--- src/rtl/fcs_pkg.sv ---
package fcs_pkg;
  localparam int BIT_DONE = 7;
  localparam int BIT_TOG  = 6;
  localparam int BIT_TMO  = 5;

  typedef enum logic {
    POLL_DATA   = 1'b0,
    POLL_TOGGLE = 1'b1
  } poll_mode_e;

  typedef enum logic [2:0] {
    VD_MORE,
    VD_POLL,
    VD_RECHK,
    VD_PASS,
    VD_FAIL
  } verdict_e;

  typedef enum logic [1:0] {
    ST_IDLE,
    ST_ISSUE,
    ST_WAIT
  } ctrl_state_e;

  typedef struct packed {
    logic done_bit;
    logic tog_bit;
    logic tmo_bit;
  } status_t;
endpackage

--- src/rtl/fcs_judge.sv ---
module fcs_judge
  import fcs_pkg::*;
(
  input  poll_mode_e mode_i,
  input  logic       half_i,
  input  logic       rechk_i,
  input  logic       exp_done_i,
  input  logic       prev_tog_i,
  input  status_t    stat_i,
  output verdict_e   verdict_o
);
  logic settled;

  always_comb begin
    if (mode_i == POLL_DATA) settled = (stat_i.done_bit == exp_done_i);
    else                     settled = (stat_i.tog_bit == prev_tog_i);
  end

  always_comb begin
    if (mode_i == POLL_TOGGLE && !half_i) verdict_o = VD_MORE;
    else if (settled)                     verdict_o = VD_PASS;
    else if (rechk_i)                     verdict_o = VD_FAIL;
    else if (stat_i.tmo_bit)              verdict_o = VD_RECHK;
    else                                  verdict_o = VD_POLL;
  end
endmodule

--- src/rtl/fcs_watchdog.sv ---
module fcs_watchdog #(
  parameter int LIMIT = 16
) (
  input  logic clk_i,
  input  logic rst_ni,
  input  logic clr_i,
  input  logic inc_i,
  output logic expired_o
);
  generate
    if (LIMIT == 0) begin : g_off
      assign expired_o = 1'b0;
    end else begin : g_on
      localparam int CNT_W = $clog2(LIMIT + 1);
      localparam logic [CNT_W-1:0] LAST = CNT_W'(LIMIT - 1);
      logic [CNT_W-1:0] cnt_q;

      always_ff @(posedge clk_i or negedge rst_ni) begin
        if (!rst_ni)    cnt_q <= '0;
        else if (clr_i) cnt_q <= '0;
        else if (inc_i) cnt_q <= cnt_q + 1'b1;
      end

      assign expired_o = inc_i && (cnt_q == LAST);
    end
  endgenerate
endmodule

--- src/rtl/fcs_ctrl.sv ---
module fcs_ctrl
  import fcs_pkg::*;
#(
  parameter int ADDR_W = 21
) (
  input  logic              clk_i,
  input  logic              rst_ni,
  input  logic              start_i,
  input  poll_mode_e        mode_i,
  input  logic [ADDR_W-1:0] addr_i,
  input  logic              exp_done_i,
  input  logic              rd_valid_i,
  input  status_t           stat_i,
  input  verdict_e          verdict_i,
  input  logic              wd_expired_i,
  output poll_mode_e        mode_o,
  output logic              half_o,
  output logic              rechk_o,
  output logic              exp_done_o,
  output logic              prev_tog_o,
  output logic              accept_o,
  output logic              poll_o,
  output logic              busy_o,
  output logic              done_o,
  output logic              error_o,
  output logic              rd_req_o,
  output logic [ADDR_W-1:0] rd_addr_o
);
  ctrl_state_e       st_q;
  poll_mode_e        mode_q;
  logic [ADDR_W-1:0] addr_q;
  logic              exp_q, half_q, rechk_q, prev_q, done_q, err_q;
  logic              rsp;

  assign accept_o = (st_q == ST_IDLE) && start_i;
  assign rsp      = (st_q == ST_WAIT) && rd_valid_i;
  assign poll_o   = rsp && (verdict_i == VD_POLL);

  always_ff @(posedge clk_i or negedge rst_ni) begin
    if (!rst_ni) begin
      st_q    <= ST_IDLE;
      mode_q  <= POLL_DATA;
      addr_q  <= '0;
      exp_q   <= 1'b0;
      half_q  <= 1'b0;
      rechk_q <= 1'b0;
      prev_q  <= 1'b0;
      done_q  <= 1'b0;
      err_q   <= 1'b0;
    end else begin
      done_q <= 1'b0;
      err_q  <= 1'b0;
      unique case (st_q)
        ST_IDLE: if (start_i) begin
          st_q    <= ST_ISSUE;
          mode_q  <= mode_i;
          addr_q  <= addr_i;
          exp_q   <= exp_done_i;
          half_q  <= 1'b0;
          rechk_q <= 1'b0;
        end
        ST_ISSUE: st_q <= ST_WAIT;
        ST_WAIT: if (rsp) begin
          unique case (verdict_i)
            VD_MORE: begin
              prev_q <= stat_i.tog_bit;
              half_q <= 1'b1;
              st_q   <= ST_ISSUE;
            end
            VD_POLL: begin
              half_q <= 1'b0;
              if (wd_expired_i) begin
                st_q   <= ST_IDLE;
                done_q <= 1'b1;
                err_q  <= 1'b1;
              end else begin
                st_q <= ST_ISSUE;
              end
            end
            VD_RECHK: begin
              half_q  <= 1'b0;
              rechk_q <= 1'b1;
              st_q    <= ST_ISSUE;
            end
            VD_PASS: begin
              st_q   <= ST_IDLE;
              done_q <= 1'b1;
            end
            default: begin
              st_q   <= ST_IDLE;
              done_q <= 1'b1;
              err_q  <= 1'b1;
            end
          endcase
        end
        default: st_q <= ST_IDLE;
      endcase
    end
  end

  assign mode_o     = mode_q;
  assign half_o     = half_q;
  assign rechk_o    = rechk_q;
  assign exp_done_o = exp_q;
  assign prev_tog_o = prev_q;
  assign busy_o     = (st_q != ST_IDLE);
  assign done_o     = done_q;
  assign error_o    = err_q;
  assign rd_req_o   = (st_q == ST_ISSUE);
  assign rd_addr_o  = addr_q;
endmodule

--- src/rtl/fcs_poller.sv ---
module fcs_poller
  import fcs_pkg::*;
#(
  parameter int ADDR_W     = 21,
  parameter int DATA_W     = 8,
  parameter int WDOG_POLLS = 16
) (
  input  logic              clk_i,
  input  logic              rst_ni,
  input  logic              start_i,
  input  logic              mode_i,
  input  logic [ADDR_W-1:0] addr_i,
  input  logic [DATA_W-1:0] exp_data_i,
  output logic              busy_o,
  output logic              done_o,
  output logic              error_o,
  output logic              rd_req_o,
  output logic [ADDR_W-1:0] rd_addr_o,
  input  logic              rd_valid_i,
  input  logic [DATA_W-1:0] rd_data_i
);
  status_t    stat;
  verdict_e   verdict;
  poll_mode_e mode_q;
  logic       half, rechk, exp_q, prev_tog, accept, poll, wd_exp;
  logic       unused_bits;

  assign stat = '{done_bit: rd_data_i[BIT_DONE],
                  tog_bit:  rd_data_i[BIT_TOG],
                  tmo_bit:  rd_data_i[BIT_TMO]};
  assign unused_bits = ^{rd_data_i, exp_data_i};

  fcs_judge u_judge (
    .mode_i     (mode_q),
    .half_i     (half),
    .rechk_i    (rechk),
    .exp_done_i (exp_q),
    .prev_tog_i (prev_tog),
    .stat_i     (stat),
    .verdict_o  (verdict)
  );

  fcs_watchdog #(.LIMIT(WDOG_POLLS)) u_wdog (
    .clk_i     (clk_i),
    .rst_ni    (rst_ni),
    .clr_i     (accept),
    .inc_i     (poll),
    .expired_o (wd_exp)
  );

  fcs_ctrl #(.ADDR_W(ADDR_W)) u_ctrl (
    .clk_i        (clk_i),
    .rst_ni       (rst_ni),
    .start_i      (start_i),
    .mode_i       (poll_mode_e'(mode_i)),
    .addr_i       (addr_i),
    .exp_done_i   (exp_data_i[BIT_DONE]),
    .rd_valid_i   (rd_valid_i),
    .stat_i       (stat),
    .verdict_i    (verdict),
    .wd_expired_i (wd_exp),
    .mode_o       (mode_q),
    .half_o       (half),
    .rechk_o      (rechk),
    .exp_done_o   (exp_q),
    .prev_tog_o   (prev_tog),
    .accept_o     (accept),
    .poll_o       (poll),
    .busy_o       (busy_o),
    .done_o       (done_o),
    .error_o      (error_o),
    .rd_req_o     (rd_req_o),
    .rd_addr_o    (rd_addr_o)
  );
endmodule

--- config.mk ---
export PLATFORM = sky130hd
export DESIGN_NAME = fcs_poller
export DESIGN_NICKNAME = d
export VERILOG_FILES = /design/src/rtl/fcs_pkg.sv /design/src/rtl/fcs_judge.sv /design/src/rtl/fcs_watchdog.sv /design/src/rtl/fcs_ctrl.sv /design/src/rtl/fcs_poller.sv
export SDC_FILE = /design/constraint.sdc
export NUM_CORES = 1
export LEC_CHECK = 0
export BUFFER_PORTS_ARGS = -buffer_cell sky130_fd_sc_hd__buf_2
export CORE_MARGIN = 10
export CORE_UTILIZATION = 50
export DETAILED_ROUTE_END_ITERATION = 7
export GPL_TIMING_DRIVEN = 0
export PLACE_DENSITY = 0.84
export SKIP_CTS_REPAIR_TIMING = 1
export SKIP_LAST_GASP = 1
export SYNTH_ARGS = -nofsm -noshare
export SYNTH_HDL_FRONTEND = slang
export SYNTH_SLANG_ARGS = --single-unit
--- constraint.sdc ---
create_clock -name clk_i -period 3.3 [get_ports clk_i]
set_input_delay 0.33 -clock clk_i [delete_from_list [all_inputs] [get_ports clk_i]]
set_output_delay 0.33 -clock clk_i [all_outputs]
set_load 0.05 [all_outputs]
After elaboration in Yosys (flattened, before gate mapping):

Index checks and enable logic that the tools add are counted.

* register bits: 35
* logic and storage cells: 68
* bits of input ports: 42
* output and inout port bits: 25

* $add $sub $neg: 1
* equality and inequality tests: 12
* mux-type cells: 26
* reduce and logical (&&, ||, !) cells: 19

Operator list (number)
* 1-bit 2-to-1 mux: 11
* 5-bit 2-to-1 mux: 2
* 1-bit case mux with 2 select lines: 5
* 3-bit 2-to-1 mux: 3
* 4-bit AND reduction: 2
* 3-bit by 2-bit equality test with 1-bit output (second input constant): 2
* 2-bit 2-to-1 mux: 3
* 2-bit case mux with 3 select lines: 1
* 2-bit nonzero test: 3
* 5-bit by 1-bit adder with 5-bit output (second input constant): 1
* 5-bit by 4-bit equality test with 1-bit output (second input constant): 1
* 1-bit logical AND: 5
* 2-bit != test (second input constant): 2
* 2-bit case mux with 2 select lines: 1
* 2-bit AND reduction: 2
* 2-bit OR reduction: 2
* 3-bit by 1-bit equality test with 1-bit output (second input constant): 1
* 3-bit zero test: 1
* 3-bit != test (second input constant): 1
* 3-bit AND reduction: 1
* 3-bit OR reduction: 1
* 1-bit equality test: 2
* 2-bit by 1-bit equality test with 1-bit output (second input constant): 1
* 2-bit equality test (second input constant): 1
* other kinds (3): 3

Depth between registers and ports, before layout:

* word-level depth: 11
* gate-level depth with buffers: 6
* mapped depth without buffers: 6

By module:

A second synthesis with hierarchy kept.

* cell total of the unflattened synthesis: 119
* area, all modules: 1577.8 um2

By module, submodules not included
* fcs_ctrl: times used 1, cells each 82, seq. area each 750.7 um2, area each 1221.2 um2
* fcs_watchdog: times used 1, cells each 24, seq. area each 125.1 um2, area each 285.3 um2
* fcs_judge: times used 1, cells each 13, seq. area each 0.0 um2, area each 71.3 um2

Worst setup path before layout:

Ideal clock, no wire load.

* path type: register to register
* start point: register u_ctrl.mode_q, in the netlist u_ctrl.mode_o
* end point: register u_wdog.g_on.cnt_q[3]
* arrival time: 1.570 ns
* slack: 1.647 ns
* clock period less this slack: 1.653 ns
* setup time: 0.083 ns
* stages on the path, launching flop included: 5
* required time: 3.217 ns
* buffers on the path: 0
* cell sequence: dfrtp_1 or3_1 o32a_2 or4_1 o21ai_0

* longest elaborated chain between the ends: 6
* elaborated cells between the ends (all ways): 7
* those cells by class: 1 x eq/ne; 3 x mux; 3 x reduce/logical

RTL lines
* start, declared: line fcs_ctrl.sv:30 `poll_mode_e mode_q;`
* start signal, assigned: line fcs_ctrl.sv:56 `mode_q <= mode_i;`
* 1-bit 2-to-1 mux: line fcs_judge.sv:15 `if (mode_i == POLL_DATA) settled = (stat_i.done_bit == exp_done_i);`
* 3-bit 2-to-1 mux: line fcs_judge.sv:21 `else if (settled) verdict_o = VD_PASS;`
* 3-bit 2-to-1 mux (*): line fcs_judge.sv:20 `if (mode_i == POLL_TOGGLE && !half_i) verdict_o = VD_MORE;`
* 3-bit by 1-bit equality test with 1-bit output (*): line fcs_ctrl.sv:37 `assign poll_o = rsp && (verdict_i == VD_POLL);`
* 1-bit logical AND (*): line fcs_ctrl.sv:37
* 2-bit nonzero test (no line) (*)
* end signal, assigned: line fcs_watchdog.sv:21 `else if (inc_i) cnt_q <= cnt_q + 1'b1;`
* end, declared: line fcs_watchdog.sv:16 `logic [CNT_W-1:0] cnt_q;`

Mark *: on every way between the ends. The rest lies on a longest branch, timed or not.
A chain may end at the register's enable or synchronous reset.

Worst setup path in the final report:

Same ends and word-level chain as after synthesis.

==> run metrics <==
Routed WL around 3700 um; detailed-placement wirelength estimate 2889 um; first-pass GRT wire length around 6400 um; CTS max path bufs 2; pwr dens 1069 nW/um2; hold crit path type in2async; CP Class reg2reg; drt pass-1 iters 4; fin nets 274; WL met3 417 um; syn_nets around 210; CTS tree built; Switch Pwr approximately 1.0 mW; Clock power frac 13.1%; Sw Ratio 51.79%; Power Total 2.025 mW; CORE AREA 2829 um2; outcome finished, final reports clean; Synth Area in Compound Gates 5.281%; Clock Latency Late Sink between 0.3 and 0.4 ns; area delta synth->final 24.92%; Rows 19; Leak 1.050 nW; Clock Skew 0.006776 ns; synth unique cells 31; Reg clk slew, reported paths 0.11 ns; I/O Pins 67; time the worst path needs with I/O delays and setup 1.864 ns; DRC viols 0; CP max-delay cell or4_1; RSZ-0062 raised after global routing false; Finish-stage setup viols 0; FMAX 536.4 MHz; critical path fanouts, max 7; Synth Area in XOR/XNOR 1.155%; Starting Density 53.60%; async set-reset flop share out of synthesis 100.0%; Slowest Stage Delay on Critical Path 0.52 ns; Final period util 56.49%; Max Slew Vio Count 0; DR iter-0 viols 107; wire per inst between 10 and 15 um; Final GP Congestion 0.8407; maxcap violations 0; Non-Filler Instances 262; die area between 5000 and 6000 um2; mux cell area share after synthesis 3.383%; Max Used Layer met4; Fin. Hold Viols 0; Root Driver clkbuf_4; Post-Synth Adder-Cell Area 1.650%; Mapped Area 1516 um2; Vias/cell 4.989; chip height 75.07 um; combinational power share 52.2%; register bit count reported by yosys 35; layout cells sized above 1 28.14%; largest family of logic cells by synthesized area simple AND/OR/NAND/NOR gates; initial antenna violation count 0; sequential-to-total area share from yosys stat 57.76%; commonest non-fill, non-tap cell in the layout nand2_1; Crit. End Element register; Worst-Margin Slew between 0.7 and 0.8 ns; EDFF count, synth 0; gr ovfl total 0; Placed Instances 254; met2 wire length 1795 um; Main synth FF type dfrtp_1; Tot GR Track Use 14.84%; number of CTS-inserted buffers 5; routed vias 1307; setup_tns 0 ns; htree depth 2; # diodes 0; post-synthesis cell count 169; simple-gate area share of the yosys netlist 28.05%; vias in the first global route 1429; WP data required about 3.5 ns; met1 WL 1507 um; crit start category register; leading cell types in the layout, fill and taps excluded nand2_1, buf_2, dfrtp_1; DRT antenna net count 0; Synth warnings 0; largest net degree at the start of global routing 36; mean post-synth cell area 8.973 um2; count of input and output buffers 54; Int Power 976.2 uW; VDD IR max 0.0007253 V; cell-by-cell listing of the critical path or3_1 -> o32a_2 -> or4_1 -> o21ai_0; Slew headroom 49.41%; Seq pwr share 34.7%; Worst EP arrival ~2.1 ns; CTS Sinks 35; Die W 75.07 um
-- power groups by stage --
| stage | clock (mW) | combinational, mW | sequential [mW] |
|---|---|---|---|
| 2_1_floorplan | 0 | 0.357 | 1.14 |
| 3_3_place_gp | 0 | 1.05 | 0.702 |
| 3_5_place_dp | 0 | 1.07 | 0.706 |
| 4_1_cts | 0.273 | 1.07 | 0.701 |
| 5_1_grt | 0.296 | 1.14 | 0.730 |
| 6_report | 0.266 | 1.06 | 0.702 |
-- synth_stat cells, drive strengths merged (2+ instances only) --
cell type	number	area, um2
o21ai	2	10.01
ha	2	25.02
nor2	10	37.54
xnor2	2	17.52
a21oi	2	10.01
nand2	80	300.3
clkbuf	7	26.28
dfrtp	35	875.8
inv	4	15.01
mux2i	4	40.04
or2	2	12.52
-- metal layers --
layer / global-route usage [%] / up-vias
li1: - / 663
met1: 16.06 / 593
met2: 23.90 / 47
met3: 8.410 / 4
met4: 5.252 / 0
met5: 0 / -
-- state kept, by name, indices dropped and copies added (netlist names) --
register and count:
u_wdog.g_on.cnt_q 5, u_ctrl.prev_tog_o 1, u_ctrl.rd_addr_o 21, u_ctrl.rechk_o 1
u_ctrl.done_o 1, u_ctrl.mode_o 1, u_ctrl.st_q 2, u_ctrl.half_o 1
u_ctrl.exp_done_o 1, u_ctrl.error_o 1
-- per-stage QoR --
step	worst slack, ns	utilization [%]	instance area (um2)	hold slack, ns
6_report	1.436	66.96	1894	0.05367
5_1_grt	1.410	66.96	1894	0.08826
4_1_cts	1.449	66.96	1894	0.06124
3_5_place_dp	1.489	64.53	1826	0.4423
3_3_place_gp	1.573	64.53	1826	0.4467
2_1_floorplan	1.647	-	1516	0.03441
-- cells by family after synthesis --
kind of cell	count (synthesis)
buffers and inverters	11
and+or+nand+nor	103
adders and majority gates	2
AOI/OAI and AO/OA	11
DFF	35
xor gates and xnor gates	2
muxes	5
-- area by class of cell --
class	count	area (um2)
plain buffers	7	26.28
clock buffers	8	68.82
fillers	254	934.6
inverters	4	15.01
multi-input cells	123	599.3
flip-flops and latches	35	875.8
well taps	31	38.79
repair buffers	54	270.3
-- worst max-delay path: cells and delay by family, from the launching register on --
family / cells / cell delay, ns
AND/OR/NAND/NOR: 2 / 0.92
AO/OA/AOI/OAI: 2 / 0.38
flip-flops: 1 / 0.46
-- final timing paths --
| path | start | end | slack [ns] | depth (start not counted) |
|---|---|---|---|---|
| min in group clk_i | addr_i[13] | u_ctrl.rd_addr_o[13]$_DFFE_PN0P_ | 0.18 | 3 |
| min | rst_ni | u_ctrl.rd_addr_o[5]$_DFFE_PN0P_ | 0.05 | 1 |
| max | u_ctrl.mode_o$_DFFE_PN0P_ | u_wdog.g_on.cnt_q[3]$_DFFE_PN0P_ | 1.44 | 4 |
| max in group asynchronous | rst_ni | u_ctrl.rd_addr_o[18]$_DFFE_PN0P_ | 2.77 | 1 |
| min reg2reg | u_ctrl.rd_addr_o[10]$_DFFE_PN0P_ | u_ctrl.rd_addr_o[10]$_DFFE_PN0P_ | 0.48 | 2 |
| max reg2reg | u_ctrl.mode_o$_DFFE_PN0P_ | u_wdog.g_on.cnt_q[3]$_DFFE_PN0P_ | 1.44 | 4 |
Note: power is estimated with default switching activity, not from simulation.
